[config.mk]
export PLATFORM = sky130hd
export DESIGN_NAME = afsk_tx_mod
export DESIGN_NICKNAME = d
export VERILOG_FILES = /design/src/rtl/afsk_pkg.sv /design/src/rtl/afsk_quarter_sine.sv /design/src/rtl/afsk_nco.sv /design/src/rtl/afsk_framer.sv /design/src/rtl/afsk_tx_mod.sv
export SDC_FILE = /design/constraint.sdc
export NUM_CORES = 1
export LEC_CHECK = 0
export ABC_AREA = 1
export BUFFER_PORTS_ARGS = -buffer_cell sky130_fd_sc_hd__buf_2
export CAP_MARGIN = 10
export CORE_ASPECT_RATIO = 0.7
export CORE_MARGIN = 8
export CORE_UTILIZATION = 35
export CTS_BUF_LIST = sky130_fd_sc_hd__clkbuf_2
export DETAILED_ROUTE_END_ITERATION = 8
export PLACE_DENSITY = 0.58
export SETUP_SLACK_MARGIN = 0.4
export SYNTH_ARGS = -nofsm -noshare
export SYNTH_HDL_FRONTEND = slang
export SYNTH_SLANG_ARGS = --single-unit
[constraint.sdc]
create_clock -name clk -period 7.85 [get_ports clk]
set_input_delay 1.1775 -clock clk [delete_from_list [all_inputs] [get_ports clk]]
set_output_delay 1.1775 -clock clk [all_outputs]
set_load 0.01 [all_outputs]
[src/rtl/afsk_pkg.sv]
package afsk_pkg;

    localparam int PHASE_BITS = 9;
    localparam int PHASE_LEN  = 1 << PHASE_BITS;
    localparam int QUARTER    = PHASE_LEN / 4;
    localparam int BAUD       = 1200;
    localparam int MARK_HZ    = 1200;
    localparam int SPACE_HZ   = 2200;

    localparam logic [7:0] FLAG_BYTE  = 8'h7E;
    localparam logic [7:0] ESC_BYTE   = 8'h1B;
    localparam logic [7:0] ABORT_BYTE = 8'h7F;

    typedef enum logic {
        TONE_MARK  = 1'b0,
        TONE_SPACE = 1'b1
    } tone_e;

    // rounded phase step per sample for a tone
    function automatic int tone_step(int hz, int rate);
        return (PHASE_LEN * hz + rate / 2) / rate;
    endfunction

    // rounded byte count for a duration in milliseconds
    function automatic int ms_to_bytes(int ms);
        return (ms * BAUD + 4000) / 8000;
    endfunction

    function automatic int quarter_entry(int i);
        real ang;
        ang = 2.0 * 3.141592653589793 * real'(i) / real'(PHASE_LEN);
        return int'($floor(128.0 + 127.0 * $sin(ang)));
    endfunction

endpackage

[src/rtl/afsk_quarter_sine.sv]
module afsk_quarter_sine
    import afsk_pkg::*;
(
    input  logic [PHASE_BITS-1:0] phase_i,
    output logic [7:0]            sample_o
);
    localparam int QW = PHASE_BITS - 2;

    logic [7:0]    qtab [QUARTER];
    logic [QW-1:0] fold;
    logic [7:0]    mag;

    for (genvar g = 0; g < QUARTER; g++) begin : g_qtab
        localparam int VAL = quarter_entry(g);
        assign qtab[g] = 8'(VAL);
    end

    always_comb begin
        // second quarter of each half reads the table backwards
        fold     = phase_i[QW] ? ~phase_i[QW-1:0] : phase_i[QW-1:0];
        mag      = qtab[fold];
        // second half is the inverted first half
        sample_o = phase_i[PHASE_BITS-1] ? ~mag : mag;
    end

endmodule

[src/rtl/afsk_nco.sv]
module afsk_nco
    import afsk_pkg::*;
#(
    parameter int SAMPLE_RATE = 9600
) (
    input  logic       clk,
    input  logic       rst_n,
    input  logic       clear_i,
    input  logic       step_i,
    input  logic       space_i,
    output logic [7:0] sample_o
);
    localparam logic [PHASE_BITS-1:0] INC_MARK  = PHASE_BITS'(tone_step(MARK_HZ, SAMPLE_RATE));
    localparam logic [PHASE_BITS-1:0] INC_SPACE = PHASE_BITS'(tone_step(SPACE_HZ, SAMPLE_RATE));

    typedef struct packed {
        logic [PHASE_BITS-1:0] phase;
        logic [7:0]            sample;
    } nco_t;

    nco_t                  nco_d, nco_q;
    logic [PHASE_BITS-1:0] phase_nxt;
    logic [7:0]            sine_val;

    afsk_quarter_sine u_sine (
        .phase_i  (phase_nxt),
        .sample_o (sine_val)
    );

    always_comb begin
        nco_d     = nco_q;
        // natural wrap of the accumulator is the modulo
        phase_nxt = nco_q.phase + (space_i ? INC_SPACE : INC_MARK);
        if (clear_i) begin
            nco_d.phase  = '0;
            nco_d.sample = 8'h80;
        end else if (step_i) begin
            nco_d.phase  = phase_nxt;
            nco_d.sample = sine_val;
        end
    end

    always_ff @(posedge clk or negedge rst_n) begin
        if (!rst_n) begin
            nco_q.phase  <= '0;
            nco_q.sample <= 8'h80;
        end else begin
            nco_q <= nco_d;
        end
    end

    assign sample_o = nco_q.sample;

    // a phase in the lower half never yields a sample below mid scale
    p_upper_half_r2: assert property (@(posedge clk) disable iff (!rst_n)
        (nco_q.phase[PHASE_BITS-1] == 1'b0) |-> (nco_q.sample >= 8'h80));

endmodule

[src/rtl/afsk_framer.sv]
module afsk_framer
    import afsk_pkg::*;
#(
    parameter int SAMPLE_RATE = 9600,
    parameter int PREAMBLE_MS = 300,
    parameter int TRAILER_MS  = 50
) (
    input  logic       clk,
    input  logic       rst_n,
    input  logic       start_i,
    input  logic       tick_i,
    input  logic       in_valid_i,
    input  logic [7:0] in_data_i,
    output logic       in_ready_o,
    output logic       busy_o,
    output logic       step_o,
    output logic       clear_o,
    output logic       space_o
);
    localparam int SPB   = SAMPLE_RATE / BAUD;
    localparam int PRE_N = ms_to_bytes(PREAMBLE_MS);
    localparam int TRL_N = ms_to_bytes(TRAILER_MS);
    localparam int PW    = $clog2(PRE_N + 2);
    localparam int TW    = $clog2(TRL_N + 2);
    localparam int SW    = $clog2(SPB + 1);

    if (SAMPLE_RATE % BAUD != 0) begin : g_bad_rate
        $error("sample rate must be a whole multiple of the bit rate");
    end

    typedef struct packed {
        logic          active;
        logic          half_b;    // second edge of a tick pending
        logic          esc_wait;  // escape taken, follower due
        logic          loaded;    // byte holds unsent bits
        logic [7:0]    cur;
        logic [2:0]    bit_idx;
        logic          stuff_en;
        logic [2:0]    ones;
        logic [PW-1:0] pre;
        logic [TW-1:0] trl;
        tone_e         tone;
        logic [SW-1:0] smp;
    } fr_t;

    fr_t        fr_d, fr_q;
    logic       ready_c, step_c, clear_c, abort_c;
    logic [7:0] byte_v;

    function automatic tone_e other(tone_e t);
        return (t == TONE_MARK) ? TONE_SPACE : TONE_MARK;
    endfunction

    always_comb begin
        fr_d    = fr_q;
        ready_c = 1'b0;
        step_c  = 1'b0;
        clear_c = 1'b0;
        abort_c = 1'b0;
        byte_v  = fr_q.cur;

        if (!fr_q.active) begin
            if (start_i) begin
                fr_d.active   = 1'b1;
                fr_d.half_b   = 1'b0;
                fr_d.esc_wait = 1'b0;
                fr_d.loaded   = 1'b0;
                fr_d.stuff_en = 1'b0;
                fr_d.ones     = '0;
                fr_d.pre      = PW'(PRE_N);
                fr_d.trl      = TW'(TRL_N);
                fr_d.tone     = TONE_MARK;
                fr_d.smp      = '0;
                clear_c       = 1'b1;
            end
        end else if (!fr_q.half_b) begin
            // first edge of a tick: choose the next byte at a boundary
            if (tick_i) begin
                fr_d.half_b = 1'b1;
                if (fr_q.smp == '0 && !fr_q.loaded) begin
                    ready_c = (fr_q.pre == '0);
                    if (!in_valid_i && fr_q.trl == '0) begin
                        fr_d.active = 1'b0;
                        fr_d.half_b = 1'b0;
                        clear_c     = 1'b1;
                    end else begin
                        if (!fr_q.stuff_en) fr_d.ones = '0;
                        fr_d.stuff_en = 1'b1;
                        fr_d.loaded   = 1'b1;
                        fr_d.bit_idx  = '0;
                        if (fr_q.pre != '0) begin
                            fr_d.pre      = fr_q.pre - 1'b1;
                            fr_d.cur      = FLAG_BYTE;
                            fr_d.stuff_en = 1'b0;
                        end else if (in_valid_i) begin
                            if (in_data_i == ESC_BYTE) begin
                                fr_d.esc_wait = 1'b1;
                            end else begin
                                fr_d.cur      = in_data_i;
                                fr_d.stuff_en = !(in_data_i == FLAG_BYTE ||
                                                  in_data_i == ABORT_BYTE);
                            end
                        end else begin
                            fr_d.trl      = fr_q.trl - 1'b1;
                            fr_d.cur      = FLAG_BYTE;
                            fr_d.stuff_en = 1'b0;
                        end
                    end
                end
            end
        end else begin
            // second edge: resolve escape, decide the tone, step the oscillator
            fr_d.half_b = 1'b0;
            if (fr_q.esc_wait) begin
                ready_c = 1'b1;
                if (in_valid_i) begin
                    byte_v        = in_data_i;
                    fr_d.cur      = in_data_i;
                    fr_d.esc_wait = 1'b0;
                end else begin
                    abort_c = 1'b1;
                end
            end
            if (abort_c) begin
                fr_d.active   = 1'b0;
                fr_d.esc_wait = 1'b0;
                fr_d.loaded   = 1'b0;
                clear_c       = 1'b1;
            end else begin
                step_c = 1'b1;
                if (fr_q.smp == '0) begin
                    if (fr_q.stuff_en && fr_q.ones >= 3'd5) begin
                        fr_d.ones = '0;
                        fr_d.tone = other(fr_q.tone);
                    end else begin
                        if (byte_v[fr_q.bit_idx]) begin
                            fr_d.ones = (fr_q.ones == 3'd7) ? fr_q.ones : fr_q.ones + 3'd1;
                        end else begin
                            fr_d.ones = '0;
                            fr_d.tone = other(fr_q.tone);
                        end
                        fr_d.bit_idx = fr_q.bit_idx + 3'd1;
                        if (fr_q.bit_idx == 3'd7) fr_d.loaded = 1'b0;
                    end
                    fr_d.smp = SW'(SPB - 1);
                end else begin
                    fr_d.smp = fr_q.smp - 1'b1;
                end
            end
        end
    end

    always_ff @(posedge clk or negedge rst_n) begin
        if (!rst_n) begin
            fr_q <= '{active: 1'b0, half_b: 1'b0, esc_wait: 1'b0, loaded: 1'b0,
                      cur: '0, bit_idx: '0, stuff_en: 1'b0, ones: '0,
                      pre: '0, trl: '0, tone: TONE_MARK, smp: '0};
        end else begin
            fr_q <= fr_d;
        end
    end

    assign in_ready_o = ready_c;
    assign busy_o     = fr_q.active;
    assign step_o     = step_c;
    assign clear_o    = clear_c;
    assign space_o    = (fr_d.tone == TONE_SPACE);

    // a stuffed byte never carries more than five ones in a row
    p_ones_bound_r7: assert property (@(posedge clk) disable iff (!rst_n)
        fr_q.stuff_en |-> (fr_q.ones <= 3'd5));

    // within a frame the tone only moves at the start of a bit time
    p_tone_at_bit_start_r3: assert property (@(posedge clk) disable iff (!rst_n)
        (fr_q.active && $past(fr_q.active) && fr_q.tone != $past(fr_q.tone))
        |-> $past(fr_q.half_b && fr_q.smp == '0));

    // a pending escape is always resolved on the second edge of its tick
    p_escape_resolved_r8: assert property (@(posedge clk) disable iff (!rst_n)
        fr_q.esc_wait |-> fr_q.half_b);

    // bytes are taken only at a bit-time boundary
    p_take_at_boundary_r10: assert property (@(posedge clk) disable iff (!rst_n)
        in_ready_o |-> (fr_q.smp == '0));

endmodule

[src/rtl/afsk_tx_mod.sv]
module afsk_tx_mod #(
    parameter int SAMPLE_RATE = 9600,
    parameter int PREAMBLE_MS = 300,
    parameter int TRAILER_MS  = 50
) (
    input  logic       clk,
    input  logic       rst_n,
    input  logic       start_i,
    input  logic       sample_tick_i,
    input  logic       in_valid_i,
    input  logic [7:0] in_data_i,
    output logic       in_ready_o,
    output logic [7:0] sample_o,
    output logic       busy_o
);
    logic step, clear, space;

    afsk_framer #(
        .SAMPLE_RATE (SAMPLE_RATE),
        .PREAMBLE_MS (PREAMBLE_MS),
        .TRAILER_MS  (TRAILER_MS)
    ) u_framer (
        .clk        (clk),
        .rst_n      (rst_n),
        .start_i    (start_i),
        .tick_i     (sample_tick_i),
        .in_valid_i (in_valid_i),
        .in_data_i  (in_data_i),
        .in_ready_o (in_ready_o),
        .busy_o     (busy_o),
        .step_o     (step),
        .clear_o    (clear),
        .space_o    (space)
    );

    afsk_nco #(
        .SAMPLE_RATE (SAMPLE_RATE)
    ) u_nco (
        .clk      (clk),
        .rst_n    (rst_n),
        .clear_i  (clear),
        .step_i   (step),
        .space_i  (space),
        .sample_o (sample_o)
    );

    // an idle modulator rests at mid scale
    p_idle_mid_r11: assert property (@(posedge clk) disable iff (!rst_n)
        !busy_o |-> (sample_o == 8'h80));

endmodule

* Word level (Yosys, flattened, before mapping) *
Memory sizes are Yosys's and may differ from the RTL's.
Cells that the tools add are included.

cells by class
  $add $sub $neg = 6
  $lt $le $gt $ge = 3
  eq/ne operators = 32
  mux-type cells = 77
  bitwise operators = 3
  reduce and logical (&&, ||, !) cells = 24

operators with widths
  kind                                                      number
  two-way mux 8 bit                                         10
  two-way mux 29 bit                                        2
  two-way mux 19 bit                                        2
  two-way mux 1 bit                                         36
  two-way mux 17 bit                                        2
  two-way mux 3 bit                                         10
  AND reduction 7 bit                                       4
  two-way mux 27 bit                                        1
  != test 3 bit, second input constant                      9
  != test 2 bit, second input constant                      12
  two-way mux 4 bit                                         5
  == test 8 x 7 -> 1 bit, second input constant             2
  two-way mux 15 bit                                        1
  two-way mux 6 bit                                         2
  != test 4 bit, second input constant                      3
  two-way mux 10 bit                                        1
  two-way mux 5 bit                                         2
  AND reduction 5 bit                                       2
  adder 9 bit                                               1
  == test 8 x 5 -> 1 bit, second input constant             1
  greater-or-equal comparator 8 bit, second input constant  1
  zero test 4 bit                                           2
  inverter 7 -> 8 bit                                       1
  inverter 8 bit                                            1
  other kinds (22)                                          32

storage, ports and cells
  register bits = 51
  bits in read-only memories = 1,024
  input bits = 13
  output and inout bits = 10
  logic and storage cells = 160
  memories = 1

memories
  name             words  bits a word  read ports  clocked after Yosys merged registers in  wr ports  RTL line                 source
  (no name shown)  128    8            1           0                                        0         afsk_quarter_sine.sv:21  mag = qtab[fold];

* Logic depth before layout (Yosys ltp) *
Gate-level depths: netlist (run 1).

  depth in word-level cells = 24
  gate-level depth with buffers = 34
  mapped depth without buffers = 33

* Modules after synthesis *
From an unflattened synthesis (run 1), not the netlist that was laid out.

second synthesis, totals
  cells, all modules = 664
  area total of the unflattened synthesis = 4,508.1 um2

by module, submodules not included
  module             times used  cells an instance  area each (um2)  seq. area each (um2)
  afsk_framer        1           303                2,336.0          850.8
  afsk_quarter_sine  1           241                1,172.4          0.0
  afsk_nco           1           120                999.7            426.7

* Worst setup path before layout (run 1) *
Ideal clock, no wire load.

  path kind = in2reg
  start point = input in_valid_i
  end point = register u_nco.nco_q, in the netlist u_nco.sample_o[1]
  library setup time = 118 ps
  arrival = 4,838 ps
  data required time = 7,732 ps
  path slack = 2,895 ps
  cell stages on the path = 31
  path buffers = 1
  cells stage by stage = nand2_1 -> clkbuf_1 -> nand2_1 -> o21ai_0 -> nand2_1 -> o211ai_1 -> nand3_1 -> nand3_1 -> nand3_1 -> o21ai_0 -> ha_1 -> nand2_1 -> nand2_1 -> nor2_1 -> nand3_1 -> nand2_4 -> nand2_1 -> nand2_1 -> inv_1 -> ha_1 -> inv_1 -> nand2_1 -> o21ai_0 -> nand2_1 -> nand2_1 -> a21oi_1 -> nand3_1 -> nand2_1 -> nand2_1 -> nand3_1 -> nand2_1

on the way
  longest elaborated chain between the ends = 24
  elaborated cells on any way between the ends = 40
  classes of those cells = add/sub: 1; mux: 32; bitwise: 3; reduce/logical: 3; memory: 1

ends and longest elaborated chain
  what                                                  RTL line                 source
  start: declaration                                    afsk_tx_mod.sv:10        input logic in_valid_i,
  two-way mux 8 bit                                     afsk_framer.sv:116       if (in_valid_i) begin
  two-way mux 8 bit                                     afsk_framer.sv:114       if (fr_q.esc_wait) begin
  two-way mux 8 bit                                     afsk_framer.sv:76        end else if (!fr_q.half_b) begin
  two-way mux 8 bit                                     afsk_framer.sv:62        if (!fr_q.active) begin
  binary-select mux 1 bit (select 3 bit)                afsk_framer.sv:136       if (byte_v[fr_q.bit_idx]) begin
  two-way mux 1 bit (not written as such)               afsk_framer.sv:136
  two-way mux 1 bit                                     afsk_framer.sv:136
  two-way mux 1 bit                                     afsk_framer.sv:132       if (fr_q.stuff_en && fr_q.ones >= 3'd5) begin
  (+4 left out)                                         n/a
  via space                                             afsk_tx_mod.sv:16        logic step, clear, space;
  (+3 left out)                                         n/a
  two-way mux 7 bit                                     afsk_quarter_sine.sv:20  fold = phase_i[QW] ? ~phase_i[QW-1:0] : phase_i[QW-1:0];
  inverter 7 -> 8 bit (not written as such)             afsk_quarter_sine.sv:21
  memory read (128 x 8 bit)                             n/a
  two-way mux 8 bit (not written as such) (2 in a row)  afsk_quarter_sine.sv:21
  inverter 8 bit                                        afsk_quarter_sine.sv:23  sample_o = phase_i[PHASE_BITS-1] ? ~mag : mag;
  two-way mux 8 bit *                                   afsk_quarter_sine.sv:23
  two-way mux 17 bit *                                  afsk_nco.sv:37           end else if (step_i) begin
  two-way mux 17 bit *                                  afsk_nco.sv:34           if (clear_i) begin
  end signal: assignment                                afsk_nco.sv:48           nco_q <= nco_d;
  end: declaration                                      afsk_nco.sv:21           nco_t nco_d, nco_q;

Mark *: on every way through the listed nets, which the timed path passes. The rest lies on a longest branch. The select of a mux whose other input is x is not followed.
A chain may end at the register's enable or synchronous reset.

* Worst setup path after layout (run 1) *
Same ends and word-level chain as after synthesis.

==> impl_metrics.json, run 1 <==
{
  "routed_wirelength_mm": 10.7,
  "synth_top_area_frac": 0.297,
  "cts_buffers": 5,
  "numClockSinks": 51,
  "drc_errors": 0,
  "cts_buffer_depth": 2,
  "critPathSlowestCell": "o21ai_0",
  "path_clk_slew_ns": 0.23,
  "crit_cells": 30,
  "die_h_um": 108,
  "vias": 3992,
  "dp_hpwl_mm": 8.22,
  "grt_overflow": 0,
  "synth_commonest_cells": "nand2_1, inv_1, nand3_1",
  "rsz0062_at_grt": "false",
  "max_slew_margin": 0.241,
  "syn_to_final_growth_pct": 4.40,
  "synth.area.mux_share": 0.00268,
  "ys_types": 44,
  "final.setup.tns_ns": 0,
  "syn_area_um2": 4210,
  "yosys.area.top_type": "dfrtp_1",
  "postCtsHoldBufs": 0,
  "worst_slew_pin_slew_ns": 1.13,
  "max_freq_mhz": 187,
  "synth_ff_type": "dfrtp_1",
  "drtAntennaViolNets": 0,
  "core_um2": 11700,
  "clk_latency_ns": 0.46,
  "cp_max_fo": 15,
  "cts_setup_buffers": 0,
  "setup_viol": 0,
  "wl_per_cell_um": 13.7,
  "crit_arrival_ns": 5.71,
  "drt-pass1-iter-count": 5,
  "path_class": "primary input to register",
  "grtUsageTotal": 0.136,
  "async_reset_ff_frac": 1.00,
  "clockRootBuffer": "clkbuf_2",
  "numPortBuffers": 22,
  "postCtsResizedCells": 0,
  "yosysWarningCount": 0,
  "crit_buf_inv": 3,
  "synth_adder_area_share": 0.0743,
  "r2r_end": "u_nco.sample_o[1]",
  "cp-start-kind": "primary input",
  "ys_seq_area_frac": 0.304,
  "synth_nets": 652,
  "netlist_instances": 614,
  "yosys.area_share.simple": 0.322,
  "vias_per_cell": 5.11,
  "r2r-start": "u_framer.fr_q[32]",
  "grt_pass1_wl_mm": 18.0,
  "period_share": 0.682,
  "min_path_type": "register to register",
  "netlist_top_cells_area": "dfrtp_1, nand2_1, ha_1",
  "pin_count": 23,
  "min_from": "u_nco.sample_o[2]",
  "cp.required_ns": 8.21,
  "drive_above_1_share": 0.0865,
  "cp_top_family": "simple AND/OR/NAND/NOR gates",
  "cts_max_level": 2,
  "status": "finished clean",
  "row_count": 33,
  "synth_seq_cells": 51,
  "avgSynthCellArea_um2": 6.86,
  "grt_max_degree": 52,
  "period_minus_slack_ns": 5.35,
  "synth_top_family_by_area": "simple AND/OR/NAND/NOR gates",
  "start_util": 0.359,
  "die_area_um2": 15800,
  "cp-end-kind": "register",
  "initialDrtViolationCount": 243,
  "die_w_um": 147,
  "drv_cap": 0,
  "synth-xor-area-share": 0.0425,
  "antenna_cells": 0,
  "cts_tree": "yes",
  "post-synth-top-count-cell": "nand2_1",
  "max_stage_delay_ns": 0.57,
  "antenna_found_initial": 0,
  "ff2ff_path_depth": 25,
  "final_hold_viol_count": 0,
  "final_net_count": 661,
  "crit_path_end": "u_nco.sample_o[1]",
  "place.gp.congestion": 0.955,
  "cpMostUsedCell": "nand2_1",
  "slew_viol_final": 0,
  "crit_start": "in_valid_i",
  "clock_skew_ns": 0.0397,
  "synth_compound_area_frac": 0.144,
  "first_global_vias": 3684,
  "synth_edf_count": 0,
  "rrSetupSlack_ns": 2.67
}
==> metrics by stage <==
| stage | hold WS (ns) | util | instance area (um^2) | setup slack [ns] | cells |
|---|---|---|---|---|---|
| after floorplan | 0.450 | - | 4210 | 2.89 | 614 |
| after global placement | 0.461 | 0.372 | 4360 | 2.29 | 773 |
| after detailed placement | 0.480 | 0.372 | 4360 | 2.07 | 773 |
| after CTS | 0.532 | 0.375 | 4390 | 2.56 | 781 |
| after global routing | 0.546 | 0.375 | 4390 | 1.93 | 781 |
| final | 0.525 | 0.375 | 4390 | 2.50 | 781 |
==> registers in the layout, summed over array words and instances (netlist names) <==
register         flops
u_nco.nco_q          9
u_framer.busy_o      1
u_nco.sample_o       8
u_framer.fr_q       33
==> cell type report <==
class	instances	area, um^2
Fill cell	1266	7330
Multi-Input combinational cell	461	2460
Sequential cell	51	1280
Inverter	81	304
Tap cell	157	196
Timing Repair Buffer	23	118
Clock buffer	6	30.0
Clock inverter	2	7.51
==> kinds of logic (layout without fill, tap and decap cells) <==
kind of cell	after synthesis	after routing
simple gates	313	313
compound gates	107	107
buf+inv	102	112
flops	51	51
fa+ha+maj	25	25
xor+xnor	15	15
mux	1	1
==> routing by layer <==
layer / track usage / wire length, um
met1: 0.199 / 5500
met2: 0.198 / 4460
met3: 0.0269 / 584
met4: 0.0326 / 125
met5: 0 / 0
==> cells in the final DEF (no fill, tap or decap), types with 3 or more instances in the layout <==
master    synthesis  final
ha_1             25     25
xor2_1            9      9
a21oi_1          15     15
o211ai_1          3      3
nor2_1           38     38
nand4_1           9      9
buf_2             1     22
nor3_1            3      3
o22ai_1           6      6
nand2_2          10     10
nand3_1          57     57
o21ai_0          54     54
clkbuf_2          0      6
a22oi_1           4      4
nand2_4           5      5
inv_1            77     77
o21ai_1           9      9
nand2_1         187    187
dfrtp_1          50     50
clkinv_1          3      5
a31oi_1           4      4
==> worst register-to-register path, stage by stage (launching register included) <==
cell,delay (ns)
dfrtp_1,0.66
nand2_1,0.20
nor2_1,0.72
nand3_1,0.18
o21ai_0,0.57
ha_1,0.38
nand2_1,0.09
nand2_1,0.07
nor2_1,0.17
nand2_1,0.10
nand2_1,0.13
nand3_1,0.09
nand2_1,0.25
inv_1,0.19
ha_1,0.41
inv_1,0.07
nand2_1,0.12
o21ai_0,0.10
nand2_1,0.06
nand2_1,0.06
a21oi_1,0.12
nand3_1,0.11
nand2_1,0.07
nand2_1,0.04
nand3_1,0.07
nand2_1,0.05
==> how the worst min path moves through the flow <==
stage | cells past startpoint | endpoint | slack (ns)
5_1_grt | 2 | u_nco.sample_o[2] | 0.55
2_1_floorplan | 2 | u_nco.sample_o[0] | 0.45
6_report | 2 | u_nco.sample_o[2] | 0.52
3_5_place_dp | 2 | u_nco.sample_o[2] | 0.48
3_3_place_gp | 2 | u_nco.sample_o[2] | 0.46
4_1_cts | 2 | u_nco.sample_o[2] | 0.53
Power of run 1 is left out: the tool's default activity adds up to more than one toggle a clock period on the data nets, which glitch-free logic cannot reach.
==> inputs of run 2 (changes only) <==
--- a/config.mk
+++ b/config.mk
@@ -13,7 +13,7 @@
 export CORE_UTILIZATION = 35
 export CTS_BUF_LIST = sky130_fd_sc_hd__clkbuf_2
 export DETAILED_ROUTE_END_ITERATION = 8
-export PLACE_DENSITY = 0.58
+export PLACE_DENSITY = 0.59
 export SETUP_SLACK_MARGIN = 0.4
 export SYNTH_ARGS = -nofsm -noshare
 export SYNTH_HDL_FRONTEND = slang
==> constraint.sdc (replaced) <==
create_clock -name clk -period 4.4 [get_ports clk]
set_input_delay 0.66 -clock clk [delete_from_list [all_inputs] [get_ports clk]]
set_output_delay 0.66 -clock clk [all_outputs]
set_load 0.01 [all_outputs]
==> impl_metrics.json, run 2 (synthesis results as in run 1) <==
{
  "status": "finished clean",
  "start_util": 0.359,
  "final_common_cell": "nand2_1",
  "use_met3": 0.0277,
  "initialDrtViolationCount": 300,
  "fin_ws_ns": 0.529,
  "vias": 4239,
  "cp-start-kind": "register",
  "clock_skew_ns": 0.0111,
  "antenna_cells": 0,
  "clk_latency_ns": 0.46,
  "numPortBuffers": 22,
  "antenna_found_initial": 0,
  "ff2ff_path_depth": 29,
  "numClockSinks": 51,
  "wl_per_cell_um": 13.8,
  "final_cell_mix": "nand2_1, inv_1, dfrtp_1, nand3_1, o21ai_0",
  "drt-pass1-iter-count": 5,
  "slew_viol_final": 0,
  "crit_arrival_ns": 4.26,
  "row_count": 33,
  "max_freq_mhz": 258,
  "cts_tree": "yes",
  "syn_to_final_growth_pct": 22.1,
  "dp_hpwl_mm": 8.30,
  "grt.met1_usage": 0.211,
  "grt_pass1_wl_mm": 18.6,
  "rrSetupSlack_ns": 0.53,
  "multi_input_area_um2": 2850,
  "grt_use_met2": 0.206,
  "place_ws_ns": -0.128,
  "grt_max_degree": 52,
  "cts_buffer_depth": 2,
  "holdWs_ns": 0.253,
  "period_share": 0.880,
  "drc_errors": 0,
  "period_minus_slack_ns": 3.87,
  "max_slew_margin": 0.563,
  "core_um2": 11700,
  "routed_wirelength_mm": 11.4,
  "drive_above_1_share": 0.251,
  "regArea_um2": 1280,
  "die_area_um2": 15800,
  "setup_viol": 0,
  "max_stage_delay_ns": 0.50,
  "cts_buffers": 5,
  "die_w_um": 147,
  "drv_cap": 0,
  "final_hold_viol_count": 0,
  "place.gp.congestion": 0.926,
  "top_register": "u_framer.fr_q",
  "first_global_vias": 3872,
  "largest_register_ffs": 33,
  "grtUsageTotal": 0.141,
  "cp-end-kind": "register",
  "cpMostUsedCell": "nand2_4",
  "clockRootBuffer": "clkbuf_2",
  "die_h_um": 108,
  "cp_max_fo": 8,
  "r2r_end": "u_nco.sample_o[2]",
  "gr-max-usage-layer": "met1",
  "cp.required_ns": 4.78,
  "final_net_count": 707,
  "min_path_type": "primary input to asynchronous set/reset pin",
  "post-route-util": 0.438,
  "path_clk_slew_ns": 0.25,
  "cts_max_level": 2,
  "worst_slew_pin_slew_ns": 0.656,
  "r2r-start": "u_framer.fr_q[31]",
  "rsz0062_at_grt": "true",
  "pin_count": 23,
  "vias_per_cell": 5.13,
  "grt_overflow": 0,
  "final.setup.tns_ns": 0,
  "path_class": "register to register",
  "critPathSlowestCell": "dfrtp_2",
  "postCtsHoldBufs": 0,
  "drtAntennaViolNets": 0,
  "fillers": 1162
}
[run 2: cell types whose count changed in the layout (fill, tap and decap cells not counted), moves of 8 or more]
cell,previous run,this run
buf_4,1,41
nand2_1,187,165
nand2_4,5,20
o21ai_0,54,42
nand3_1,57,47
nand2_2,10,19
o21ai_2,0,8
[run 2: how the worst max path moves through the flow]
stage | from | to | slack (ns) | depth (start not counted)
4_1_cts | u_framer.fr_q[31] | u_nco.sample_o[1] | 0.42 | 31
6_report | u_framer.fr_q[31] | u_nco.sample_o[2] | 0.53 | 29
2_1_floorplan | in_valid_i | u_nco.sample_o[1] | 0.40 | 32
3_3_place_gp | in_valid_i | u_nco.sample_o[1] | 0.05 | 29
5_1_grt | u_framer.fr_q[31] | u_nco.sample_o[1] | 0.24 | 31
3_5_place_dp | in_valid_i | u_nco.sample_o[1] | -0.13 | 29
[run 2: repair_timing]
item,in CTS,in global routing
pin swaps,0,34
endpoints found under the setup margin,7,7
cloned,0,3
setup buffers,3,16
gates resized for setup,8,89
[run 2: layout make-up]
cell class                 instances  share of cell area
sequential                        51               0.249
tap                              157              0.0382
clock buffer                       7             0.00681
multi-input combinational        463               0.554
timing repair inverter             1            0.000973
clock inverter                     1            0.000973
inverter                          81              0.0608
timing repair buffer              66              0.0896
[run 2: worst max-delay path: cells and delay by family, from the launching register on]
| family | cells | cell delay [ns] |
|---|---|---|
| fa+ha+maj | 2 | 0.43 |
| flops | 1 | 0.50 |
| simple gates | 18 | 1.65 |
| buf+inv | 4 | 0.56 |
| compound gates | 5 | 0.67 |
[run 2: metrics by stage]
stage               instance area (um^2)  instances
finish                              5140        827
global route                        5140        827
CTS                                 4650        808
detailed placement                  4560        797
global placement                    4560        797
floorplan                           4230        614
[run 2: routing by layer]
metal	up-vias	routed length, um
met1	1993	5850
met4	0	77
met3	6	647
met5	-	0
met2	131	4870
li1	2109	-
Power of run 2 is left out for the same reason.
